<file path="src/rtl/smp_pkg.sv">
package smp_pkg;
    localparam int REG_W     = 16;
    localparam int DATA_W    = 8;
    localparam int RA_W      = 4;
    localparam int SH_NARROW = 2;
    localparam int SH_WIDE   = 5;
    localparam int ADDR_W    = REG_W + SH_WIDE;
    localparam int SKIP_W    = 2;
    localparam logic [SKIP_W-1:0] SKIP_INIT = 2'd2;

    typedef logic [ADDR_W-1:0] baddr_t;
    typedef logic [DATA_W-1:0] byte_t;

    typedef enum logic [RA_W-1:0] {
        RA_CTRL    = 4'h0,
        RA_DATA    = 4'h1,
        RA_MTYPE   = 4'h2,
        RA_START_L = 4'h4,
        RA_START_H = 4'h5,
        RA_STOP_L  = 4'h6,
        RA_STOP_H  = 4'h7,
        RA_LIM_L   = 4'h8,
        RA_LIM_H   = 4'h9
    } reg_sel_e;

    typedef struct packed {
        logic start;
        logic rec;
        logic ext;
    } mode_t;

    localparam mode_t PAT_HOST_RD = '{start: 1'b0, rec: 1'b0, ext: 1'b1};
    localparam mode_t PAT_HOST_WR = '{start: 1'b0, rec: 1'b1, ext: 1'b1};

    function automatic int unsigned type_shift(input logic [1:0] mtype);
        return (mtype == 2'd0) ? SH_NARROW : SH_WIDE;
    endfunction

    function automatic baddr_t scale_word(input logic [REG_W-1:0] word,
                                          input logic [1:0] mtype,
                                          input logic pad);
        baddr_t r;
        baddr_t ones;
        r    = baddr_t'(word) << type_shift(mtype);
        ones = (baddr_t'(1) << type_shift(mtype)) - baddr_t'(1);
        if (pad) r = r | ones;
        return r;
    endfunction
endpackage

</file>
<file path="src/rtl/smp_addr_map.sv">
module smp_addr_map
    import smp_pkg::*;
(
    input  logic              clk,
    input  logic              rst,
    input  logic              wr_en,
    input  logic [RA_W-1:0]   wr_sel,
    input  byte_t             wr_byte,
    output baddr_t            start_b,
    output baddr_t            stop_b,
    output baddr_t            limit_b
);
    logic [REG_W-1:0] start_w, stop_w, limit_w;
    logic [1:0]       mtype_q;

    always_ff @(posedge clk) begin
        if (rst) begin
            start_w <= '0;
            stop_w  <= '0;
            limit_w <= '1;
            mtype_q <= '0;
        end else if (wr_en) begin
            case (wr_sel)
                RA_MTYPE:   mtype_q        <= wr_byte[1:0];
                RA_START_L: start_w[7:0]   <= wr_byte;
                RA_START_H: start_w[15:8]  <= wr_byte;
                RA_STOP_L:  stop_w[7:0]    <= wr_byte;
                RA_STOP_H:  stop_w[15:8]   <= wr_byte;
                RA_LIM_L:   limit_w[7:0]   <= wr_byte;
                RA_LIM_H:   limit_w[15:8]  <= wr_byte;
                default: ;
            endcase
        end
    end

    assign start_b = scale_word(start_w, mtype_q, 1'b0);
    assign stop_b  = scale_word(stop_w,  mtype_q, 1'b1);
    assign limit_b = scale_word(limit_w, mtype_q, 1'b0);
endmodule

</file>
<file path="src/rtl/smp_flags.sv">
module smp_flags (
    input  logic clk,
    input  logic rst,
    input  logic set_busy,
    input  logic ctl_reset,
    input  logic access,
    input  logic end_hit,
    input  logic clr_eos,
    output logic brdy,
    output logic eos,
    output logic busy
);
    always_ff @(posedge clk) begin
        if (rst) begin
            brdy <= 1'b1;
            eos  <= 1'b0;
            busy <= 1'b0;
        end else begin
            brdy <= !access;
            if (end_hit)      eos <= 1'b1;
            else if (clr_eos) eos <= 1'b0;
            if (ctl_reset)     busy <= 1'b0;
            else if (set_busy) busy <= 1'b1;
        end
    end
endmodule

</file>
<file path="src/rtl/smp_access_seq.sv">
module smp_access_seq
    import smp_pkg::*;
(
    input  logic   clk,
    input  logic   rst,
    input  logic   ctl_wr,
    input  logic   ctl_start,
    input  logic   ctl_rec,
    input  logic   ctl_ext,
    input  logic   ctl_reset,
    input  logic   dat_wr,
    input  byte_t  dat_byte,
    input  logic   rd_req,
    input  baddr_t start_b,
    input  baddr_t stop_b,
    input  byte_t  mem_rdata,
    output logic   mem_re,
    output logic   mem_we,
    output baddr_t mem_addr,
    output byte_t  mem_wdata,
    output logic   rd_valid,
    output byte_t  rd_data,
    output logic   access,
    output logic   end_hit
);
    mode_t             mode_q;
    baddr_t            ptr_q;
    logic [SKIP_W-1:0] skip_q;
    logic              pend_q, rv_real_q;
    logic              rd_mode, wr_mode, rd_go, wr_go, skipping;
    logic              rd_real, rd_end, wr_real, wr_end;
    baddr_t            wr_base;

    always_comb begin
        rd_mode  = (mode_q == PAT_HOST_RD);
        wr_mode  = (mode_q == PAT_HOST_WR);
        rd_go    = rd_req && rd_mode;
        wr_go    = dat_wr && wr_mode;
        skipping = (skip_q != '0);
        wr_base  = skipping ? start_b : ptr_q;
        rd_real  = rd_go && !skipping && (ptr_q != stop_b);
        rd_end   = rd_go && !skipping && (ptr_q == stop_b);
        wr_real  = wr_go && (wr_base != stop_b);
        wr_end   = wr_go && (wr_base == stop_b);
        access   = rd_real || wr_real;
        end_hit  = rd_end || wr_end;
    end

    always_ff @(posedge clk) begin
        if (rst) begin
            mode_q    <= '0;
            ptr_q     <= '0;
            skip_q    <= '0;
            mem_re    <= 1'b0;
            mem_we    <= 1'b0;
            mem_addr  <= '0;
            mem_wdata <= '0;
            pend_q    <= 1'b0;
            rd_valid  <= 1'b0;
            rv_real_q <= 1'b0;
        end else begin
            mem_re    <= rd_real;
            mem_we    <= wr_real;
            pend_q    <= rd_req;
            rd_valid  <= pend_q;
            rv_real_q <= mem_re;
            if (rd_real)      mem_addr <= ptr_q;
            else if (wr_real) mem_addr <= wr_base;
            if (wr_real) mem_wdata <= dat_byte;

            if (ctl_wr) begin
                if (ctl_reset) mode_q <= '0;
                else mode_q <= '{start: ctl_start, rec: ctl_rec, ext: ctl_ext};
                if (ctl_ext) begin
                    ptr_q  <= start_b;
                    skip_q <= SKIP_INIT;
                end
            end else if (rd_go) begin
                if (skipping) begin
                    skip_q <= skip_q - 1'b1;
                    ptr_q  <= start_b;
                end else if (rd_real) begin
                    ptr_q <= ptr_q + baddr_t'(1);
                end
            end else if (wr_go) begin
                skip_q <= '0;
                ptr_q  <= wr_real ? wr_base + baddr_t'(1) : wr_base;
            end
        end
    end

    assign rd_data = rv_real_q ? mem_rdata : '0;
endmodule

</file>
<file path="src/rtl/smem_port_ctrl.sv">
module smem_port_ctrl
    import smp_pkg::*;
(
    input  logic              clk,
    input  logic              rst,
    input  logic              reg_wr,
    input  logic [RA_W-1:0]   reg_addr,
    input  logic [DATA_W-1:0] reg_wdata,
    input  logic              data_rd,
    input  logic              clr_eos,
    output logic              rd_valid,
    output logic [DATA_W-1:0] rd_data,
    output logic              mem_re,
    output logic              mem_we,
    output logic [ADDR_W-1:0] mem_addr,
    output logic [DATA_W-1:0] mem_wdata,
    input  logic [DATA_W-1:0] mem_rdata,
    output logic [ADDR_W-1:0] limit_addr,
    output logic              flag_brdy,
    output logic              flag_eos,
    output logic              flag_busy
);
    logic   ctl_wr, dat_wr, rd_req, access, end_hit;
    baddr_t start_b, stop_b, limit_b;

    assign ctl_wr = reg_wr && (reg_addr == RA_CTRL);
    assign dat_wr = reg_wr && (reg_addr == RA_DATA);
    assign rd_req = data_rd && !reg_wr;

    smp_addr_map u_map (
        .clk(clk), .rst(rst),
        .wr_en(reg_wr), .wr_sel(reg_addr), .wr_byte(reg_wdata),
        .start_b(start_b), .stop_b(stop_b), .limit_b(limit_b)
    );

    smp_access_seq u_seq (
        .clk(clk), .rst(rst),
        .ctl_wr(ctl_wr), .ctl_start(reg_wdata[7]), .ctl_rec(reg_wdata[6]),
        .ctl_ext(reg_wdata[5]), .ctl_reset(reg_wdata[0]),
        .dat_wr(dat_wr), .dat_byte(reg_wdata), .rd_req(rd_req),
        .start_b(start_b), .stop_b(stop_b), .mem_rdata(mem_rdata),
        .mem_re(mem_re), .mem_we(mem_we), .mem_addr(mem_addr),
        .mem_wdata(mem_wdata), .rd_valid(rd_valid), .rd_data(rd_data),
        .access(access), .end_hit(end_hit)
    );

    smp_flags u_flags (
        .clk(clk), .rst(rst),
        .set_busy(ctl_wr && reg_wdata[7]), .ctl_reset(ctl_wr && reg_wdata[0]),
        .access(access), .end_hit(end_hit), .clr_eos(clr_eos),
        .brdy(flag_brdy), .eos(flag_eos), .busy(flag_busy)
    );

    assign limit_addr = limit_b;
endmodule

</file>
<file path="config.mk">
export PLATFORM = sky130hd
export DESIGN_NAME = smem_port_ctrl
export DESIGN_NICKNAME = d
export VERILOG_FILES = /design/src/rtl/smp_pkg.sv /design/src/rtl/smp_addr_map.sv /design/src/rtl/smp_flags.sv /design/src/rtl/smp_access_seq.sv /design/src/rtl/smem_port_ctrl.sv
export SDC_FILE = /design/constraint.sdc
export NUM_CORES = 1
export LEC_CHECK = 0
export BUFFER_PORTS_ARGS = -buffer_cell sky130_fd_sc_hd__buf_4
export CAP_MARGIN = 5
export CELL_PAD_IN_SITES_DETAIL_PLACEMENT = 2
export CELL_PAD_IN_SITES_GLOBAL_PLACEMENT = 2
export CORE_ASPECT_RATIO = 0.5
export CORE_MARGIN = 2
export CORE_UTILIZATION = 35
export CTS_CLUSTER_SIZE = 16
export DETAILED_ROUTE_END_ITERATION = 16
export PLACE_DENSITY = 0.86
export REMOVE_ABC_BUFFERS = 1
export SLEW_MARGIN = 20
export SYNTH_ARGS = -nofsm -noshare
export SYNTH_HDL_FRONTEND = slang
export SYNTH_SLANG_ARGS = --single-unit
</file>
<file path="constraint.sdc">
create_clock -name clk -period 4.9 [get_ports clk]
set_clock_uncertainty 0.05 [all_clocks]
set_input_delay 0.245 -clock clk [delete_from_list [all_inputs] [get_ports clk]]
set_output_delay 0.245 -clock clk [all_outputs]
set_load 0.02 [all_outputs]
</file>
# Word level (Yosys, flattened, before mapping)
# Cells that the tools add are included.
# word_totals
reg_bits	113
input_bits	25
out_inout_bits	64
wordCells	101
# op_classes
addsub	4
eq_ne	17
shifts	4
n_mux	20
bitwise	1
reduce_logical	33
# ops
operator	n
two-way mux 21 bit	10
left shift 16 x 32 -> 21 bit	3
adder 21 x 1 -> 21 bit (second input constant)	2
equality test 21 bit	2
inequality test 21 bit	2
left shift 1 x 32 -> 21 bit (first input constant)	1
bitwise OR 21 bit	1
subtractor 21 x 1 -> 21 bit (second input constant)	1
equality test 4 x 3 -> 1 bit (second input constant)	4
AND reduction 2 bit	7
logical AND 1 bit	12
two-way mux 2 bit	5
equality test 4 bit (second input constant)	2
two-way mux 8 bit	1
two-way mux 3 bit	2
AND reduction 3 bit	2
nonzero test 2 bit	3
equality test 4 x 1 -> 1 bit (second input constant)	1
equality test 4 x 2 -> 1 bit (second input constant)	1
logical NOT 4 bit	1
inequality test 4 bit (second input constant)	1
equality test 3 x 1 -> 1 bit (second input constant)	1
equality test 3 x 2 -> 1 bit (second input constant)	1
logical NOT 1 bit	3
8 further kinds	10

# Longest topological paths before layout
# Gate-level depths: netlist of the first run.
# depth
ltp_word	11
mapped_depth	20
depth_no_buf	13

# Modules after synthesis
# A second synthesis of the first run with hierarchy kept.
# hier_totals
hier_cells	853
hier_area_um2	7215.7
# modules_own_cells
module	n_inst	cells_each	area_per_inst_um2	seq_area_each_um2
smp_access_seq	1	579	4451.8	1201.2
smp_addr_map	1	259	2620.0	1001.0
smp_flags	1	9	93.8	60.1
smem_port_ctrl	1	6	50.0	0.0

# Worst setup path after synthesis of the first run
# Ideal clock, no wire load.
# synth_timing
kind	register -> register
from	reg u_seq.skip_q[0]
to	reg u_seq.mem_addr[8]
setup_time_ns	0.126
arrival_time_ns	3.690
required_time_ns	4.724
slack_ns	1.033
path_stages_with_launch	21
n_path_buf	8
period_less_slack_ns	3.867
cell_sequence	dfxtp_1 > inv_1 > ha_1 > buf_6 > buf_2 > buf_2 > buf_2 > buf_1 > clkbuf_1 > and2_1 > ha_1 > inv_1 > a2111oi_4 > nand2_1 > nor4b_2 > nand4_1 > buf_4 > and2_1 > clkbuf_1 > a22oi_1 > o2bb2ai_1
# synth_between
elab_chain_len	5
word_cells_on_any_way	10
cone_classes	eq/ne: 1; mux: 3; reduce/logical: 6
# synth_rtl
item	line	rtl
start, declared	smp_access_seq.sv:28	logic [SKIP_W-1:0] skip_q;
start signal, assigned	smp_access_seq.sv:80	skip_q <= skip_q - 1'b1;
nonzero test 2 bit *	smp_access_seq.sv:39	skipping = (skip_q != '0);
two-way mux 21 bit / logical NOT 1 bit (equally long branches)	smp_access_seq.sv:40, smp_access_seq.sv:41	
inequality test 21 bit / logical AND 1 bit (equally long branches)	smp_access_seq.sv:43, smp_access_seq.sv:41	
logical AND 1 bit, on equally long branches	smp_access_seq.sv:43, smp_access_seq.sv:41	
nonzero test 2 bit (no source line) / two-way mux 21 bit (equally long branches)	--	
end signal, assigned	smp_access_seq.sv:67	if (rd_real) mem_addr <= ptr_q;
end signal, assigned	smp_access_seq.sv:68	else if (wr_real) mem_addr <= wr_base;
end, declared	smp_access_seq.sv:19	output baddr_t mem_addr,
# Every way passes the cells marked *; elsewhere a longest branch is shown, timed or not. The select of a mux whose other input is x is not followed.
# A chain may end at the register's enable or synchronous reset.

# Worst setup path in the final report of the first run
# layout_timing
from	reg u_seq.skip_q[0]
to	reg u_seq.ptr_q[6]
# layout_between
elab_chain_len	8
word_cells_on_any_way	15
cone_classes	add/sub: 1; eq/ne: 2; mux: 6; reduce/logical: 6
# layout_rtl
item	line	rtl
nonzero test 2 bit *	smp_access_seq.sv:39	
branches (longest 7 deep; another with adder 21 x 1 -> 21 bit)	--	
end signal, assigned	smp_access_seq.sv:75	ptr_q <= start_b;
end signal, assigned	smp_access_seq.sv:81	ptr_q <= start_b;
end signal, assigned	smp_access_seq.sv:87	ptr_q <= wr_real ? wr_base + baddr_t'(1) : wr_base;
end, declared	smp_access_seq.sv:27	baddr_t ptr_q;
# Every way passes the cells marked *. The select of a mux whose other input is x is not followed.

==> reports/qor.yml, run 1 <==
antenna_found_initial: 0
intPower_mw: 1.80
p_leak_nw: 3.52
worstMarginPinSlew_ns: 1.06
area_growth_syn_to_layout_pct: 17.4
synth-seq-cells: 113
placeableCoreArea_um2: 21900
startpoint: "u_seq.skip_q[0]$_SDFFE_PP0P_"
synth_area_leaders: "dfxtp_1 (29%), mux2i_1 (9.3%), nand2_1 (7.6%), nor2_1 (4.5%), xnor2_1 (4.1%)"
grt_setup_unrepaired: "false"
synth_cells: 1001
reg2reg_slack_ns: 0.43
ir_drop_mv: 0.237
grt_pass1_vias: 8828
viasPerCell: 6.07
grt.total_usage_pct: 31.2
drt_wl_total_mm: 36.6
cts_max_level: 4
slew_viol_final: 0
p_seq_share_pct: 38.8
diodes: 0
relSlewSlack_pct: 29.4
drive_above_1_share_pct: 17.2
clock_path_buffers: 2
port_buffers: 86
endpoint: "u_seq.ptr_q[6]$_SDFFE_PP0P_"
final_cell_area_um2: 9230
r2r_cells: 12
io_pins: 89
switching_share_pct: 25.8
hold_viol: 0
timing.rr.start: "u_seq.skip_q[0]$_SDFFE_PP0P_"
cellPowerDensity_nw_per_um2: 262
drt-initial-drc-count: 731
cts-root-buf: "clkbuf_16"
pwr-share-comb_pct: 7.2
ant_nets: 0
holdCritPathClass: "primary input to flop"
switching_power_uw: 624
crit_type: "flop to flop"
post_drt_wl_per_cell_um: 26.9
power_frac_clock_pct: 54.0
final_common_cell: "nand2_1"
num_vias: 8238
dr.pass1.iters: 8
crit_path_end_kind: "flop"
syn_avg_cell_area_um2: 7.85
hold_buffers: 0
min_period_over_period_pct: 91.3
tns_ns: 0
cts.sinks: 113
synth_ff_type: "dfxtp_1"
cp.required_ns: 5.19
grt_pass1_wl_mm: 55.2
globalRouteOverflowTotal: 0
synth_top_area_cell: "dfxtp_1"
yosys_warnings: 0
setup_viol: 0
max_freq_mhz: 223
globalplace.congestion: 0.906
placed_area_um2: 8630
nets: 1072
dieArea_um2: 23700
synth_seq_area_share_pct: 28.8
status: "finished, final reports clean"
drc_errors: 0
grt_max_degree: 55
dp_hpwl_mm: 25.3
cts_tree: "done"
min_period_ns: 4.47
cts_setup_buffers: 0
cp.arrival_ns: 4.76
path_clk_slew_ns: 0.06
clk_latency_ns: 0.44
async_reset_ff_share_pct: 0
die_w_um: 216
dieHeight_um: 110
start_util_pct: 35.9
nFillCells: 2496
yosysTopAreaCellShare_pct: 28.8
crit-reg2reg-capture: "u_seq.ptr_q[6]$_SDFFE_PP0P_"
cts.repair.resized: 0
final_cell_mix: "nand2_1 (160), dfxtp_1 (113), buf_4 (112)"
ys_types: 92
syn_area_um2: 7860
core.rowCount: 38
path_max_fanout: 37
critPathLaunchType: "flop"
synth-edff-count: 0
cap_violations: 0
cts_buffers: 17
## layout make-up
| class | instances | area, um^2 | share of cell area [%] |
|---|---|---|---|
| timing repair buffer | 112 | 841 | 9.11 |
| tap | 300 | 375 | 4.07 |
| clock buffer | 19 | 443 | 4.80 |
| clock inverter | 13 | 161 | 1.75 |
| sequential | 113 | 2260 | 24.5 |
| multi-input combinational | 783 | 5080 | 55.1 |
| inverter | 17 | 63.8 | 0.691 |
## flip-flops by register name, indices dropped and copies added (netlist names)
signal / flops
u_flags.busy: 1
u_seq.mode_q: 3
u_seq.mem_addr: 21
u_seq.rv_real_q: 1
u_seq.mem_re: 1
u_seq.skip_q: 2
u_seq.ptr_q: 21
u_map.stop_w: 16
u_map.limit_w: 16
u_seq.mem_wdata: 8
u_flags.brdy: 1
u_map.mtype_q: 2
u_seq.pend_q: 1
u_seq.rd_valid: 1
u_map.start_w: 16
u_seq.mem_we: 1
u_flags.eos: 1
## cell families after synthesis
kind of cell    after synthesis  share of synthesized area [%]
fa+ha+maj                     3                          0.478
other cells                   1                         0.0477
compound gates              211                           20.6
xor+xnor                     52                           5.79
flops                       113                           28.8
simple gates                440                           28.1
mux                          75                           9.58
buf+inv                     106                           6.64
## worst min path at each step
stage / start / end / slack [ns] / cells past startpoint
after floorplan: rst / u_seq.ptr_q[11]$_SDFFE_PP0P_ / 0.26 / 1
after global placement: u_seq.pend_q$_SDFF_PP0_ / u_seq.rd_valid$_SDFF_PP0_ / 0.38 / 1
after detailed placement: u_seq.pend_q$_SDFF_PP0_ / u_seq.rd_valid$_SDFF_PP0_ / 0.40 / 1
after CTS: reg_wdata[0] / u_flags.busy$_SDFFE_PP0P_ / 0.06 / 2
after global routing: reg_wdata[0] / u_flags.busy$_SDFFE_PP0P_ / 0.08 / 2
final: reg_wdata[0] / u_flags.busy$_SDFFE_PP0P_ / 0.08 / 2
## worst max-delay path, stage by stage (launching register included)
cell,delay (ns)
dfxtp_1,0.33
inv_1,0.07
ha_2,0.77
buf_4,0.37
nor2b_1,0.09
a221oi_2,0.71
xor2_1,0.30
nor3_1,0.27
nand4_1,0.15
nand2_1,0.54
buf_4,0.29
nor3_1,0.08
o41ai_2,0.33
## synthesized netlist by cell type, drive strengths merged (25+ instances only)
cell and number:
a21oi 51, and2 26, buf 45, clkbuf 44, dfxtp 113, mux2i 73
nand2 160, nand3 30, nor2 97, nor2b 25, o21ai 30, xnor2 37
## power groups by stage
stage                     combinational (mW)  clock [mW]  sequential (mW)
after detailed placement               0.170           0            0.958
final                                  0.175        1.31            0.940
after CTS                              0.173        1.32            0.939
after global placement                 0.164           0            0.958
after global routing                   0.186        1.37            0.940
after floorplan                       0.0843           0            0.955
## stage by stage
stage,utilization [%],setup slack (ns),std cells,total power [mW],hold slack (ns)
global route,42.2,0.256,1357,2.50,0.0848
CTS,42.2,0.564,1357,2.43,0.0603
finish,42.2,0.425,1357,2.42,0.0828
detailed placement,39.4,0.594,1325,1.13,0.396
floorplan,-,0.266,913,1.04,0.260
global placement,39.4,0.687,1325,1.12,0.377
## metal layers
metal	share of wire (%)	routed length, um	global-route usage [%]
met1	45	16300	40.3
met4	2.6	936	12.2
met5	0	0	0
met2	45	16400	50.9
met3	7.8	2860	7.57
No activity file was read; power rests on OpenSTA's default activity.
==> run 2: changes to the inputs <==
- CORE_UTILIZATION: 35 -> 30
- PLACE_DENSITY: 0.86 -> 0.76
==> reports/qor.yml, run 2 (synthesis results as in run 1) <==
cellPowerDensity_nw_per_um2: 266  # was 262 nW/um^2
placeableCoreArea_um2: 25500  # was 21900 um^2
dr.pass1.iters: 5  # was 8
globalplace.congestion: 0.894  # was 0.906
cts_buffers: 17  # unchanged
critPathLaunchType: "flop"  # unchanged
p_leak_nw: 3.53  # was 3.52 nW
holdCritPathClass: "primary input to flop"  # unchanged
drt_wl_total_mm: 35.5  # was 36.6 mm
cts_setup_buffers: 0  # unchanged
hold_viol: 0  # unchanged
port_buffers: 86  # unchanged
top_regs: "u_seq.mem_addr x21, u_seq.ptr_q x21"  # unchanged
clock_path_buffers: 2  # unchanged
min_period_ns: 4.46  # was 4.47 ns
max_freq_mhz: 224  # was 223 MHz
num_vias: 8121  # was 8238
viasPerCell: 5.80  # was 6.07
final_cells: 1399  # was 1357
cp.arrival_ns: 4.74  # was 4.76 ns
grt_pass1_vias: 8571  # was 8828
final_cell_mix: "nand2_1 (160), dfxtp_1 (113), buf_4 (109)"  # was nand2_1 (160), dfxtp_1 (113), buf_4 (112)
path_max_fanout: 43  # was 37
start_util_pct: 30.8  # was 35.9%
relSlewSlack_pct: 26.0  # was 29.4%
crit-reg2reg-capture: "u_seq.ptr_q[6]$_SDFFE_PP0P_"  # unchanged
post_drt_wl_per_cell_um: 25.4  # was 26.9 um
area_growth_syn_to_layout_pct: 18.4  # was 17.4%
ant_nets: 0  # unchanged
worstMarginPinSlew_ns: 1.11  # was 1.06 ns
antenna_found_initial: 0  # unchanged
diodes: 0  # unchanged
cts.sinks: 113  # unchanged
cts_max_level: 4  # unchanged
cpMaxStageDelayCell: "ha_2"  # unchanged
endpoint: "u_seq.ptr_q[6]$_SDFFE_PP0P_"  # unchanged
hold_buffers: 0  # unchanged
drt-initial-drc-count: 521  # was 731
drive_above_1_share_pct: 17.2  # about the same
status: "finished, final reports clean"  # unchanged
final_util_pct: 36.5  # was 42.2%
globalRouteOverflowTotal: 0  # unchanged
ir_drop_mv: 0.175  # was 0.237 mV
path_clk_slew_ns: 0.06  # about the same
tns_ns: 0  # unchanged
dp_slack_ns: 0.690  # was 0.594 ns
drc_errors: 0  # unchanged
reg2reg_slack_ns: 0.44  # was 0.43 ns
timing.rr.start: "u_seq.skip_q[0]$_SDFFE_PP0P_"  # unchanged
cpPeakStageDelay_ns: 0.83  # was 0.77 ns
dieHeight_um: 118  # was 110 um
cts-root-buf: "clkbuf_16"  # unchanged
slew_viol_final: 0  # unchanged
min_period_over_period_pct: 90.9  # was 91.3%
dieArea_um2: 27600  # was 23700 um^2
crit_path_end_kind: "flop"  # unchanged
setup_viol: 0  # unchanged
fin_ws_ns: 0.444  # was 0.425 ns
cap_violations: 0  # unchanged
cts.repair.resized: 0  # unchanged
clk_latency_ns: 0.45  # was 0.44 ns
nets: 1070  # was 1072
grt_pass1_wl_mm: 53.7  # was 55.2 mm
core.rowCount: 41  # was 38
crit_type: "flop to flop"  # unchanged
final_cell_area_um2: 9310  # was 9230 um^2
crit_chain: "inv_1 > ha_2 > buf_4 > nand2_1 > o21ai_1 > a221o_1 > nand4_1 > nor4b_2 > nand4_1 > nand2_1 > buf_4 > nor3_1 > o41ai_2"  # was inv_1 > ha_2 > buf_4 > nor2b_1 > a221oi_2 > xor2_1 > nor3_1 > nand4_1 > nand2_1 > buf_4 > nor3_1 > o41ai_2
grt_setup_unrepaired: "false"  # unchanged
placed_area_um2: 8660  # was 8630 um^2
cts_tree: "done"  # unchanged
grt.total_usage_pct: 25.8  # was 31.2%
cp.required_ns: 5.18  # was 5.19 ns
r2r_cells: 13  # was 12
final_common_cell: "nand2_1"  # unchanged
startpoint: "u_seq.skip_q[0]$_SDFFE_PP0P_"  # unchanged
io_pins: 89  # unchanged
die_w_um: 233  # was 216 um
grt_max_degree: 53  # was 55
placed_cells: 1366  # was 1325
dp_hpwl_mm: 24.7  # was 25.3 mm
nFillCells: 2899  # was 2496
==> run 2: metrics by stage <==
step	power [mW]	hold slack (ns)
floorplan	1.04	0.260
global placement	1.12	0.384
detailed placement	1.13	0.390
CTS	2.49	0.0403
global route	2.55	0.0652
finish	2.48	0.0471
==> run 2: cell type report <==
| class | count | area, um^2 | area share [%] |
|---|---|---|---|
| clock buffer | 18 | 439 | 4.72 |
| clock inverter | 14 | 188 | 2.02 |
| inverter | 17 | 63.8 | 0.686 |
| multi-input combinational | 783 | 5080 | 54.6 |
| sequential | 113 | 2260 | 24.3 |
| tap | 344 | 430 | 4.63 |
| timing repair buffer | 110 | 838 | 9.01 |
==> run 2: worst min path at each step <==
| stage | start | slack, ns | end | cells past startpoint |
|---|---|---|---|---|
| 3_3_place_gp | u_seq.pend_q$_SDFF_PP0_ | 0.38 | u_seq.rd_valid$_SDFF_PP0_ | 1 |
| 4_1_cts | data_rd | 0.04 | u_seq.pend_q$_SDFF_PP0_ | 3 |
| 5_1_grt | data_rd | 0.07 | u_seq.pend_q$_SDFF_PP0_ | 3 |
| 2_1_floorplan | rst | 0.26 | u_seq.ptr_q[11]$_SDFFE_PP0P_ | 1 |
| 3_5_place_dp | u_seq.pend_q$_SDFF_PP0_ | 0.39 | u_seq.rd_valid$_SDFF_PP0_ | 1 |
| 6_report | data_rd | 0.05 | u_seq.pend_q$_SDFF_PP0_ | 3 |
==> run 2: layer usage <==
layer  share of wire (%)  up-vias  GRT usage (%)
met5                   0        -              0
met4                 1.6        0           7.17
met3                 5.9       44           5.04
met2                  45      255           40.7
met1                  47     4182           35.7
li1                    -     3640              -
==> run 2: worst max-delay path, delay by kind of cell, from the launching register on <==
family,cells,cell delay (ns)
AOI/OAI and AO/OA,3,1.12
adders and majority gates,1,0.83
buffers and inverters,3,0.69
DFF,1,0.32
and+or+nand+nor,6,1.30
==> run 2: power by group <==
| part | leakage, nW | switching (mW) | internal, mW |
|---|---|---|---|
| Sequential | 0.912 | 0.0125 | 0.927 |
| Clock | 0.310 | 0.502 | 0.861 |
| Combinational | 2.31 | 0.113 | 0.0614 |
| Total | 3.53 | 0.627 | 1.85 |
